File: config.mk
export PLATFORM = sky130hd
export DESIGN_NAME = adc_frame_reader
export DESIGN_NICKNAME = d
export VERILOG_FILES = /design/src/rtl/adc_rd_pkg.sv /design/src/rtl/adc_rd_sclk.sv /design/src/rtl/adc_rd_pdctl.sv /design/src/rtl/adc_rd_status.sv /design/src/rtl/adc_frame_reader.sv
export SDC_FILE = /design/constraint.sdc
export NUM_CORES = 1
export LEC_CHECK = 0
export CELL_PAD_IN_SITES_DETAIL_PLACEMENT = 0
export CELL_PAD_IN_SITES_GLOBAL_PLACEMENT = 1
export CORE_ASPECT_RATIO = 1.25
export CORE_MARGIN = 5
export CORE_UTILIZATION = 52
export DETAILED_ROUTE_END_ITERATION = 10
export DONT_BUFFER_PORTS = 1
export GPL_TIMING_DRIVEN = 0
export HOLD_SLACK_MARGIN = 0.15
export PLACE_DENSITY_LB_ADDON = 0.05
export SLEW_MARGIN = 30
export SYNTH_ARGS = -nofsm -noshare
export SYNTH_HDL_FRONTEND = slang
export SYNTH_SLANG_ARGS = --single-unit
File: constraint.sdc
create_clock -name clk_i -period 5.2 [get_ports clk_i]
set_input_delay 1.04 -clock clk_i [delete_from_list [all_inputs] [get_ports clk_i]]
set_output_delay 1.04 -clock clk_i [all_outputs]
set_load 0.05 [all_outputs]
File: src/rtl/adc_rd_pkg.sv
package adc_rd_pkg;
  typedef enum logic [1:0] {ST_PD, ST_ARM, ST_WAIT, ST_SHIFT} rd_state_e;

  typedef struct packed {
    logic       rdy_n;
    logic       zero;
    logic       err;
    logic [1:0] id;
    logic [2:0] pat;
  } stat_t;

  localparam logic [2:0] PAT_OK = 3'b101;
  localparam logic [1:0] DEV_ID = 2'b01;
endpackage

File: src/rtl/adc_rd_sclk.sv
module adc_rd_sclk #(
  parameter int unsigned HALF = 4
) (
  input  logic clk_i,
  input  logic rst_ni,
  input  logic en_i,
  output logic sclk_o,
  output logic rise_o
);
  localparam int unsigned CW = (HALF > 1) ? $clog2(HALF) : 1;

  logic [CW-1:0] cnt_q;
  logic          sclk_q;
  logic          wrap;

  assign wrap   = (cnt_q == CW'(HALF - 1));
  assign rise_o = en_i && wrap && !sclk_q;
  assign sclk_o = sclk_q;

  always_ff @(posedge clk_i or negedge rst_ni) begin
    if (!rst_ni) begin
      cnt_q  <= '0;
      sclk_q <= 1'b1;
    end else if (!en_i) begin
      cnt_q  <= '0;
      sclk_q <= 1'b1;
    end else if (wrap) begin
      cnt_q  <= '0;
      sclk_q <= ~sclk_q;
    end else begin
      cnt_q <= cnt_q + 1'b1;
    end
  end
endmodule

File: src/rtl/adc_rd_pdctl.sv
module adc_rd_pdctl #(
  parameter int unsigned LOW_CYC = 10
) (
  input  logic clk_i,
  input  logic rst_ni,
  input  logic pd_req_i,
  output logic pdrst_no
);
  localparam int unsigned CW = $clog2(LOW_CYC + 1);

  logic [CW-1:0] cnt_q;
  logic          pd_n_q;

  always_ff @(posedge clk_i or negedge rst_ni) begin
    if (!rst_ni) begin
      cnt_q  <= '0;
      pd_n_q <= 1'b0;
    end else if (pd_req_i) begin
      cnt_q  <= '0;
      pd_n_q <= 1'b0;
    end else if (cnt_q == CW'(LOW_CYC - 1)) begin
      pd_n_q <= 1'b1;
    end else begin
      cnt_q <= cnt_q + 1'b1;
    end
  end

  assign pdrst_no = pd_n_q;

  // checker: consecutive low cycles seen on the pin
  logic [CW-1:0] low_run_q;
  always_ff @(posedge clk_i or negedge rst_ni) begin
    if (!rst_ni) low_run_q <= '0;
    else if (pd_n_q) low_run_q <= '0;
    else if (low_run_q != CW'(LOW_CYC)) low_run_q <= low_run_q + 1'b1;
  end


  pd_min_low_chk: assert property (@(posedge clk_i) disable iff (!rst_ni)
    $rose(pdrst_no) |-> low_run_q >= CW'(LOW_CYC))
    else $error("pdrst released too early");
endmodule

File: src/rtl/adc_rd_status.sv
module adc_rd_status
  import adc_rd_pkg::*;
(
  input  stat_t stat_i,
  output logic  range_err_o,
  output logic  xfer_err_o,
  output logic  id_err_o
);
  assign range_err_o = stat_i.err;
  assign xfer_err_o  = stat_i.rdy_n | stat_i.zero | (stat_i.pat != PAT_OK);
  assign id_err_o    = (stat_i.id != DEV_ID);
endmodule

File: src/rtl/adc_frame_reader.sv
module adc_frame_reader
  import adc_rd_pkg::*;
#(
  parameter int unsigned RES_W      = 16,
  parameter int unsigned CLK_DIV    = 4,
  parameter int unsigned PD_LOW_CYC = 10,
  parameter int unsigned CONV_CYC   = 400000,
  parameter int unsigned TMO_CYC    = 1000000
) (
  input  logic                    clk_i,
  input  logic                    rst_ni,
  input  logic                    pd_req_i,
  input  logic                    sdata_i,
  output logic                    sclk_o,
  output logic                    pdrst_no,
  output logic [RES_W-1:0]        result_o,
  output logic signed [RES_W-1:0] result_signed_o,
  output logic [7:0]              status_o,
  output logic                    valid_o,
  output logic                    range_err_o,
  output logic                    xfer_err_o,
  output logic                    id_err_o,
  output logic                    overrun_o,
  output logic                    timeout_o
);
  localparam int unsigned STAT_W  = $bits(stat_t);
  localparam int unsigned FRAME_W = RES_W + STAT_W;
  localparam int unsigned BIT_W   = $clog2(FRAME_W);
  localparam int unsigned DL_W    = $clog2(CONV_CYC + 1);
  localparam int unsigned TM_W    = $clog2(TMO_CYC + 1);

  rd_state_e          state_q;
  logic [1:0]         sync_q;
  logic               data_s;
  logic               rise;
  logic               go_shift;
  logic [FRAME_W-2:0] sh_q;
  logic [FRAME_W-1:0] frame_w;
  logic [BIT_W-1:0]   bit_q;
  logic [DL_W-1:0]    dl_q;
  logic [RES_W-1:0]   res_q;
  logic [STAT_W-1:0]  stat_q;
  logic               valid_q, ovr_q, rerr_q, xerr_q, iderr_q;
  logic               rerr_w, xerr_w, iderr_w;
  logic [TM_W-1:0]    tcnt_q;
  logic               tarm_q, tmo_q;

  // two-flop synchronizer on the shared line
  always_ff @(posedge clk_i or negedge rst_ni) begin
    if (!rst_ni) sync_q <= 2'b11;
    else         sync_q <= {sync_q[0], sdata_i};
  end
  assign data_s = sync_q[1];

  adc_rd_pdctl #(.LOW_CYC(PD_LOW_CYC)) u_pdctl (
    .clk_i    (clk_i),
    .rst_ni   (rst_ni),
    .pd_req_i (pd_req_i),
    .pdrst_no (pdrst_no)
  );

  adc_rd_sclk #(.HALF(CLK_DIV)) u_sclk (
    .clk_i  (clk_i),
    .rst_ni (rst_ni),
    .en_i   (state_q == ST_SHIFT),
    .sclk_o (sclk_o),
    .rise_o (rise)
  );

  assign frame_w = {sh_q, data_s};

  adc_rd_status u_status (
    .stat_i      (stat_t'(frame_w[STAT_W-1:0])),
    .range_err_o (rerr_w),
    .xfer_err_o  (xerr_w),
    .id_err_o    (iderr_w)
  );

  assign go_shift = (state_q == ST_WAIT) && pdrst_no && !data_s;

  always_ff @(posedge clk_i or negedge rst_ni) begin
    if (!rst_ni) begin
      state_q <= ST_PD;
      sh_q    <= '0;
      bit_q   <= '0;
      dl_q    <= '0;
      res_q   <= '0;
      stat_q  <= '0;
      valid_q <= 1'b0;
      ovr_q   <= 1'b0;
      rerr_q  <= 1'b0;
      xerr_q  <= 1'b0;
      iderr_q <= 1'b0;
    end else begin
      valid_q <= 1'b0;
      ovr_q   <= 1'b0;
      unique case (state_q)
        ST_PD:   if (pdrst_no) state_q <= ST_ARM;
        ST_ARM: begin
          if (!pdrst_no)   state_q <= ST_PD;
          else if (data_s) state_q <= ST_WAIT;
        end
        ST_WAIT: begin
          if (!pdrst_no) state_q <= ST_PD;
          else if (go_shift) begin
            state_q <= ST_SHIFT;
            bit_q   <= '0;
            dl_q    <= '0;
          end
        end
        ST_SHIFT: begin
          if (!pdrst_no) begin
            state_q <= ST_PD;
          end else if (dl_q == DL_W'(CONV_CYC - 1)) begin
            ovr_q   <= 1'b1;
            state_q <= ST_ARM;
          end else begin
            dl_q <= dl_q + 1'b1;
            if (rise) begin
              sh_q  <= frame_w[FRAME_W-2:0];
              bit_q <= bit_q + 1'b1;
              if (bit_q == BIT_W'(FRAME_W - 1)) begin
                res_q   <= frame_w[FRAME_W-1:STAT_W];
                stat_q  <= frame_w[STAT_W-1:0];
                rerr_q  <= rerr_w;
                xerr_q  <= xerr_w;
                iderr_q <= iderr_w;
                valid_q <= 1'b1;
                state_q <= ST_ARM;
              end
            end
          end
        end
        default: state_q <= ST_PD;
      endcase
    end
  end

  // start-up watchdog, armed by each reset-pin release
  always_ff @(posedge clk_i or negedge rst_ni) begin
    if (!rst_ni) begin
      tarm_q <= 1'b1;
      tcnt_q <= '0;
      tmo_q  <= 1'b0;
    end else if (state_q == ST_PD) begin
      tarm_q <= 1'b1;
      tcnt_q <= '0;
      tmo_q  <= 1'b0;
    end else if (go_shift) begin
      tarm_q <= 1'b0;
      tmo_q  <= 1'b0;
    end else if (tarm_q && !tmo_q) begin
      if (tcnt_q == TM_W'(TMO_CYC - 1)) tmo_q <= 1'b1;
      else tcnt_q <= tcnt_q + 1'b1;
    end
  end

  assign result_o        = res_q;
  assign result_signed_o = {~res_q[RES_W-1], res_q[RES_W-2:0]};
  assign status_o        = stat_q;
  assign valid_o         = valid_q;
  assign range_err_o     = rerr_q;
  assign xfer_err_o      = xerr_q;
  assign id_err_o        = iderr_q;
  assign overrun_o       = ovr_q;
  assign timeout_o       = tmo_q;


  pd_forces_idle_chk: assert property (@(posedge clk_i) disable iff (!rst_ni)
    !pdrst_no |=> state_q == ST_PD)
    else $error("reader active while converter held in reset");


  sclk_idle_high_chk: assert property (@(posedge clk_i) disable iff (!rst_ni)
    (state_q != ST_SHIFT) && ($past(state_q) != ST_SHIFT) |-> sclk_o)
    else $error("sclk low outside a frame");


  valid_single_chk: assert property (@(posedge clk_i) disable iff (!rst_ni)
    valid_o |=> !valid_o)
    else $error("valid longer than one cycle");


  ovr_no_valid_chk: assert property (@(posedge clk_i) disable iff (!rst_ni)
    !(valid_o && overrun_o))
    else $error("overrun and valid together");


  tmo_not_in_frame_chk: assert property (@(posedge clk_i) disable iff (!rst_ni)
    timeout_o |-> state_q != ST_SHIFT)
    else $error("timeout still set during a frame");
endmodule

## Word-level counts from Yosys, hierarchy flattened

Index checks and enable logic that the tools add are counted.

| word-level totals | value |
|---|---|
| flip-flop bits (word level) | 110 |
| memory bits (writable) | 0 |
| memory bits (read-only) | 0 |
| memories kept | 0 |
| bits in latches | 0 |
| input bits | 4 |

| operators by class | value |
|---|---|
| bitwise gates (word level) | 5 |
| eq/ne operators | 24 |
| add/subtract/negate cells | 5 |
| multipliers | 0 |
| reductions and logical operators | 22 |
| shift operators | 0 |
| $lt $le $gt $ge | 0 |
| mux-type cells | 47 |
| div/mod/pow operators | 0 |

Operators by type and width:

| cell | count |
|---|---|
| $mux 20 | 4 |
| $mux 19 | 4 |
| $pmux 19 s2 | 1 |
| $mux 5 | 5 |
| $mux 2 | 11 |
| $add 20x1->20 const B | 1 |
| $eq 20x20->1 const B | 1 |
| $add 19x1->19 const B | 1 |
| $eq 19x19->1 const B | 1 |
| $mux 1 | 18 |
| $reduce_and 5->1 | 3 |
| $ne 2x2->1 const B | 7 |
| $pmux 5 s2 | 1 |
| $ne 3x3->1 const B | 3 |
| $mux 4 | 2 |
| $ne 2x1->1 const B | 4 |
| $ne 4x4->1 const B | 2 |
| $pmux 2 s4 | 1 |
| $reduce_bool 2->1 | 4 |
| $eq 2x2->1 const B | 3 |
| $reduce_and 6->1 | 1 |
| $reduce_bool 3->1 | 2 |
| $add 5x1->5 const B | 1 |
| $eq 5x5->1 const B | 1 |
| 12 further kinds | 21 |

## Depth between registers and ports, before layout

| depth | value |
|---|---|
| word-level depth | 7 |
| gate-level depth with buffers | 8 |
| mapped depth without buffers | 7 |

## Modules after synthesis

Synthesis repeated with hierarchy kept, for this count alone.

| unflattened totals | value |
|---|---|
| cell total of the unflattened synthesis | 468 |
| area, all modules | 5456.5 µm² |

Modules (own cells, without submodules):

| module | cells an instance | times used | area an instance (µm²) | sequential area each (µm²) |
|---|---|---|---|---|
| adc_frame_reader | 432 | 1 | 5051.1 | 2556.2 |
| adc_rd_pdctl | 23 | 1 | 255.2 | 125.1 |
| adc_rd_sclk | 9 | 1 | 125.1 | 76.3 |
| adc_rd_status | 4 | 1 | 25.0 | 0.0 |

## Least setup slack after synthesis

No wires, ideal clock.

| timing | value |
|---|---|
| kind | register to output |
| from | reg res_q[15], in the netlist result_o[15] |
| to | out result_signed_o[15] |
| required time | 4.160 ns |
| slack | 3.202 ns |
| stages on the path, launching flop included | 2 |
| arrival time | 0.958 ns |
| cell sequence | dfrtp_1 -> inv_1 |

| on the way | value |
|---|---|
| longest elaborated chain between the ends | 1 |

RTL lines:

| what | RTL line | text |
|---|---|---|
| start, declared | adc_frame_reader.sv:41 | `logic [RES_W-1:0] res_q;` |
| start signal, assigned | adc_frame_reader.sv:123 | `res_q <= frame_w[FRAME_W-1:STAT_W];` |
| $not 1->1 | adc_frame_reader.sv:159 | `assign result_signed_o = {~res_q[RES_W-1], res_q[RES_W-2:0]};` |
| end, declared | adc_frame_reader.sv:17 | `output logic signed [RES_W-1:0] result_signed_o,` |

Every way passes these cells.

## Worst setup path after layout

Ends and elaborated chain as after synthesis.

==> reports/metrics.csv <==
stage,metric,value,unit
power,Logic pwr share,0.4,%
setup_path,reg-to-reg critical path startpoint,u_pdctl.pdrst_no,
power,Peak VDD IR,0.184,mV
logic_synthesis,ys flop type,dfrtp_1,
cts,post_cts resized,0,
drt,final WL,9660,um
logic_synthesis,"Cell Area, Synth",5170,um2
setup_path,crit start category,register,
sta,Slew Limit Fails,0,
final_layout,Final #Nets,481,
power,Reg power frac,54.5,%
logic_synthesis,Netlist cell types,60,
final_layout,final std cells w/o fill,602,
sta,Final setup viols,0,
die,Die Y,121,um
drt,1st-pass router iterations,4,
cts,cts hold-fix bufs,0,
cts,Sink Count,109,
sta,Setup Skew,5.19,ps
logic_synthesis,syn_area_per_cell,11.2,um2
logic_synthesis,largest family of logic cells by synthesized area,simple AND/OR/NAND/NOR gates,
setup_path,worst path required time,4160,ps
sta,hold_ws,358,ps
setup_path,worst r2r dst,tcnt_q[13],
die,Starting Density,53.5,%
sta,post-layout min period,2390,ps
setup_path,crit-path cells,inv_1,
sta,RSZ-0062 raised after global routing,no,
drt,post-route ant nets,0,
global_route,initial antenna violation count,0,
drt,number of vias per cell,5.77,
logic_synthesis,"EDFF count, synth",0,
setup_path,"Slowest-stage cell, CP",dfrtp_1,
drt,Residual DRC,0,
die,core area,9660,um2
global_route,vias in the first global route,3443,
logic_synthesis,sequential area share after synthesis,52.9,%
global_route,first-pass GRT wire length,16500,um
logic_synthesis,YS warnings,0,
final_layout,Layout area overhead,9.12,%
sta,FMAX,418,MHz
final_layout,proportion of layout cells with a drive suffix above 1,23.7,%
setup_path,WS Path Type,reg2out,
setup_path,R2R setup slack,2910,ps
logic_synthesis,Synth Area in Compound Gates,11.8,%
cts,Worst-Skew Late Latency,350,ps
sta,Relative slew margins,52.0,%
sta,final hold vios,0,
setup_path,largest stage delay on the critical path,650,ps
global_route,Total GRT Usage,16.9,%
sta,Tightest Pin Transition,720,ps
placed_design,# port buffers,0,
power,Sw Ratio,21.0,%
power,Total Power,1.57,mW
min_path,Worst Hold Class,reg2reg,
drt,initial DRC count,128,
drt,vias,3472,
placed_design,post-placement cell area,5330,um2
min_path,Hold Path End,sync_q[1],
outcome,outcome,completed,
setup_path,WP buf/inv,1,
sta,Final Cycle Share,46.0,%
setup_path,CP top delay family,flip-flops,
logic_synthesis,Post-Synth Adder-Cell Area,1.45,%
global_route,GR Overflow Total,0,
die,number of placement rows,40,
cts,H-tree levels,3,
setup_path,CP endpoint kind,primary output,
die,io pins,52,
placed_design,Placer Congestion,0.832,
final_layout,Antenna diodes,0,
power,P_int,1.24,mW
power,P_leak,2.65,nW
logic_synthesis,Synth Area in XOR/XNOR,2.03,%
die,Die ar.,12000,um2
placed_design,HPWL Detailed,6850,um
logic_synthesis,Synth Area in Simple Gates,15.7,%
die,die width,99.2,um
placed_design,Inst Count DP,586,
setup_path,CP Max Fanout,3,
min_path,Hold Crit Depth,0,
cts,Num CTS Buffers,9,
setup_path,arrival time worst endpoint,1350,ps
power,Psw,0.328,mW
logic_synthesis,number of synthesized register bits,109,
cts,"CTS clk-pin slew, worst paths",70,ps
sta,Final TNS setup,0,ps
logic_synthesis,Mapped Cells,460,
global_route,largest net degree at the start of global routing,110,
cts,CTS Buffer Depth,2,
logic_synthesis,mux cell area share after synthesis,10.6,%
logic_synthesis,"FFs w/ async S/R, synth",100,%
logic_synthesis,syn_nets,470,
setup_path,reg2reg path depth,7,
cts,CTS tree,done,
cts,postcts setup bufs,0,
final_layout,fin area,5640,um2
power,clock share of power,45.1,%
min_path,hold path start,sync_q[0],
drt,WL per Instance,16.0,um
power,Power Dens Cells,278,nW/um2
flow_run,Max Cap Viol,0,
cts,root buf cell,clkbuf_16,
## synthesized netlist by cell type (2+ instances only)
library cell  instances  area [um2]
a21o_1                3        22.5
a21oi_1              19        95.1
a22o_1                4        35.0
a31oi_1               7        43.8
and2_1                3        18.8
and3_1               10        62.6
buf_2                 6        30.0
buf_4                21         158
buf_6                 2        22.5
clkbuf_1              4        15.0
dfrtp_1             105        2630
dfstp_2               4         105
ha_1                  6        75.1
inv_1                15        56.3
mux2_2               47         529
nand2_1              26        97.6
nand2b_1              3        18.8
nand3_1              29         145
nand3b_1              3        22.5
nand4_1               9        56.3
nor2_1               24        90.1
nor2b_1               2        12.5
nor3_1                5        25.0
nor4_1                2        12.5
o2111ai_1             3        26.3
o211ai_1             11        82.6
o21ai_0              16        80.1
o21ai_1               5        25.0
o21ai_2               2        17.5
o31ai_1               8        60.1
or2_2                 2        12.5
or3_1                13        81.3
or4_1                 4        30.0
xnor2_1               2        17.5
xor2_1               10        87.6
## power groups by stage
stage / sequential (mW) / combinational, mW / clock, mW
finish: 0.854 / 0.00616 / 0.707
CTS: 0.854 / 0.00626 / 0.730
detailed placement: 0.870 / 0.00624 / 0
global route: 0.854 / 0.00761 / 0.766
floorplan: 0.870 / 0.00539 / 0
global placement: 0.870 / 0.00601 / 0
## final cells by class
| cell class | instances | area, um2 |
|---|---|---|
| buffer | 34 | 230 |
| clock buffer | 9 | 225 |
| inverter | 15 | 56.3 |
| fill | 835 | 4020 |
| clock inverter | 7 | 88.8 |
| sequential | 109 | 2730 |
| tap | 126 | 158 |
| multi-input combinational | 302 | 2150 |
## worst max-delay path by stage
stage	start	end	slack (ps)	cells past startpoint
after floorplan	result_o[15]	result_signed_o[15]	3200	1
after global placement	u_pdctl.pdrst_no	tcnt_q[13]	2970	7
after detailed placement	u_pdctl.pdrst_no	tcnt_q[13]	2940	7
after CTS	result_o[15]	result_signed_o[15]	2790	1
after global routing	u_pdctl.pdrst_no	tcnt_q[13]	2710	7
final	result_o[15]	result_signed_o[15]	2810	1
## sequential cells by signal (all words and copies together), names as in the netlist, 2 cells and up
name / cells
bit_q: 5
sync_q: 2
u_sclk.cnt_q: 2
result_o: 16
sh_q: 23
status_o: 8
u_pdctl.cnt_q: 4
dl_q: 19
state_q: 2
tcnt_q: 20
## metal layers
| layer | up-vias | routed length, um | track usage, % |
|---|---|---|---|
| met2 | 77 | 4740 | 27.9 |
| met3 | 17 | 442 | 3.05 |
| li1 | 1688 | - | - |
| met1 | 1690 | 4260 | 21.6 |
| met5 | - | 0 | 0 |
| met4 | 0 | 211 | 7.17 |
## layout by cell type (no fill, tap or decap), types with 5 or more instances in the layout
cell type    n
buf_4       21
a31oi_1      7
nand3_1     29
o211ai_1    11
nand2_1     26
or3_1       13
o21ai_0     16
o31ai_1      8
mux2_2      47
nor2_1      24
nand4_1      9
xor2_1      10
o21ai_1      5
dfrtp_1    105
inv_1       15
ha_1         6
buf_2        6
and3_1      10
clkbuf_16    9
nor3_1       5
a21oi_1     19
## metrics by stage
| step | setup WS, ps | util (%) |
|---|---|---|
| 6_report | 2810 | 58.4 |
| 5_1_grt | 2710 | 58.4 |
| 4_1_cts | 2790 | 58.4 |
| 3_5_place_dp | 2940 | 55.2 |
| 2_1_floorplan | 3200 | - |
| 3_3_place_gp | 2970 | 55.2 |
## kinds of logic (layout without fill, tap and decap cells)
logic type,after synthesis,after routing
AO/OA/AOI/OAI,88,88
XOR/XNOR,12,12
adder cells (fa/ha/maj),6,6
buffers and inverters,49,65
flip-flops,109,109
multiplexers,49,49
AND/OR/NAND/NOR,147,147
Note: power is estimated with default switching activity, not from simulation.
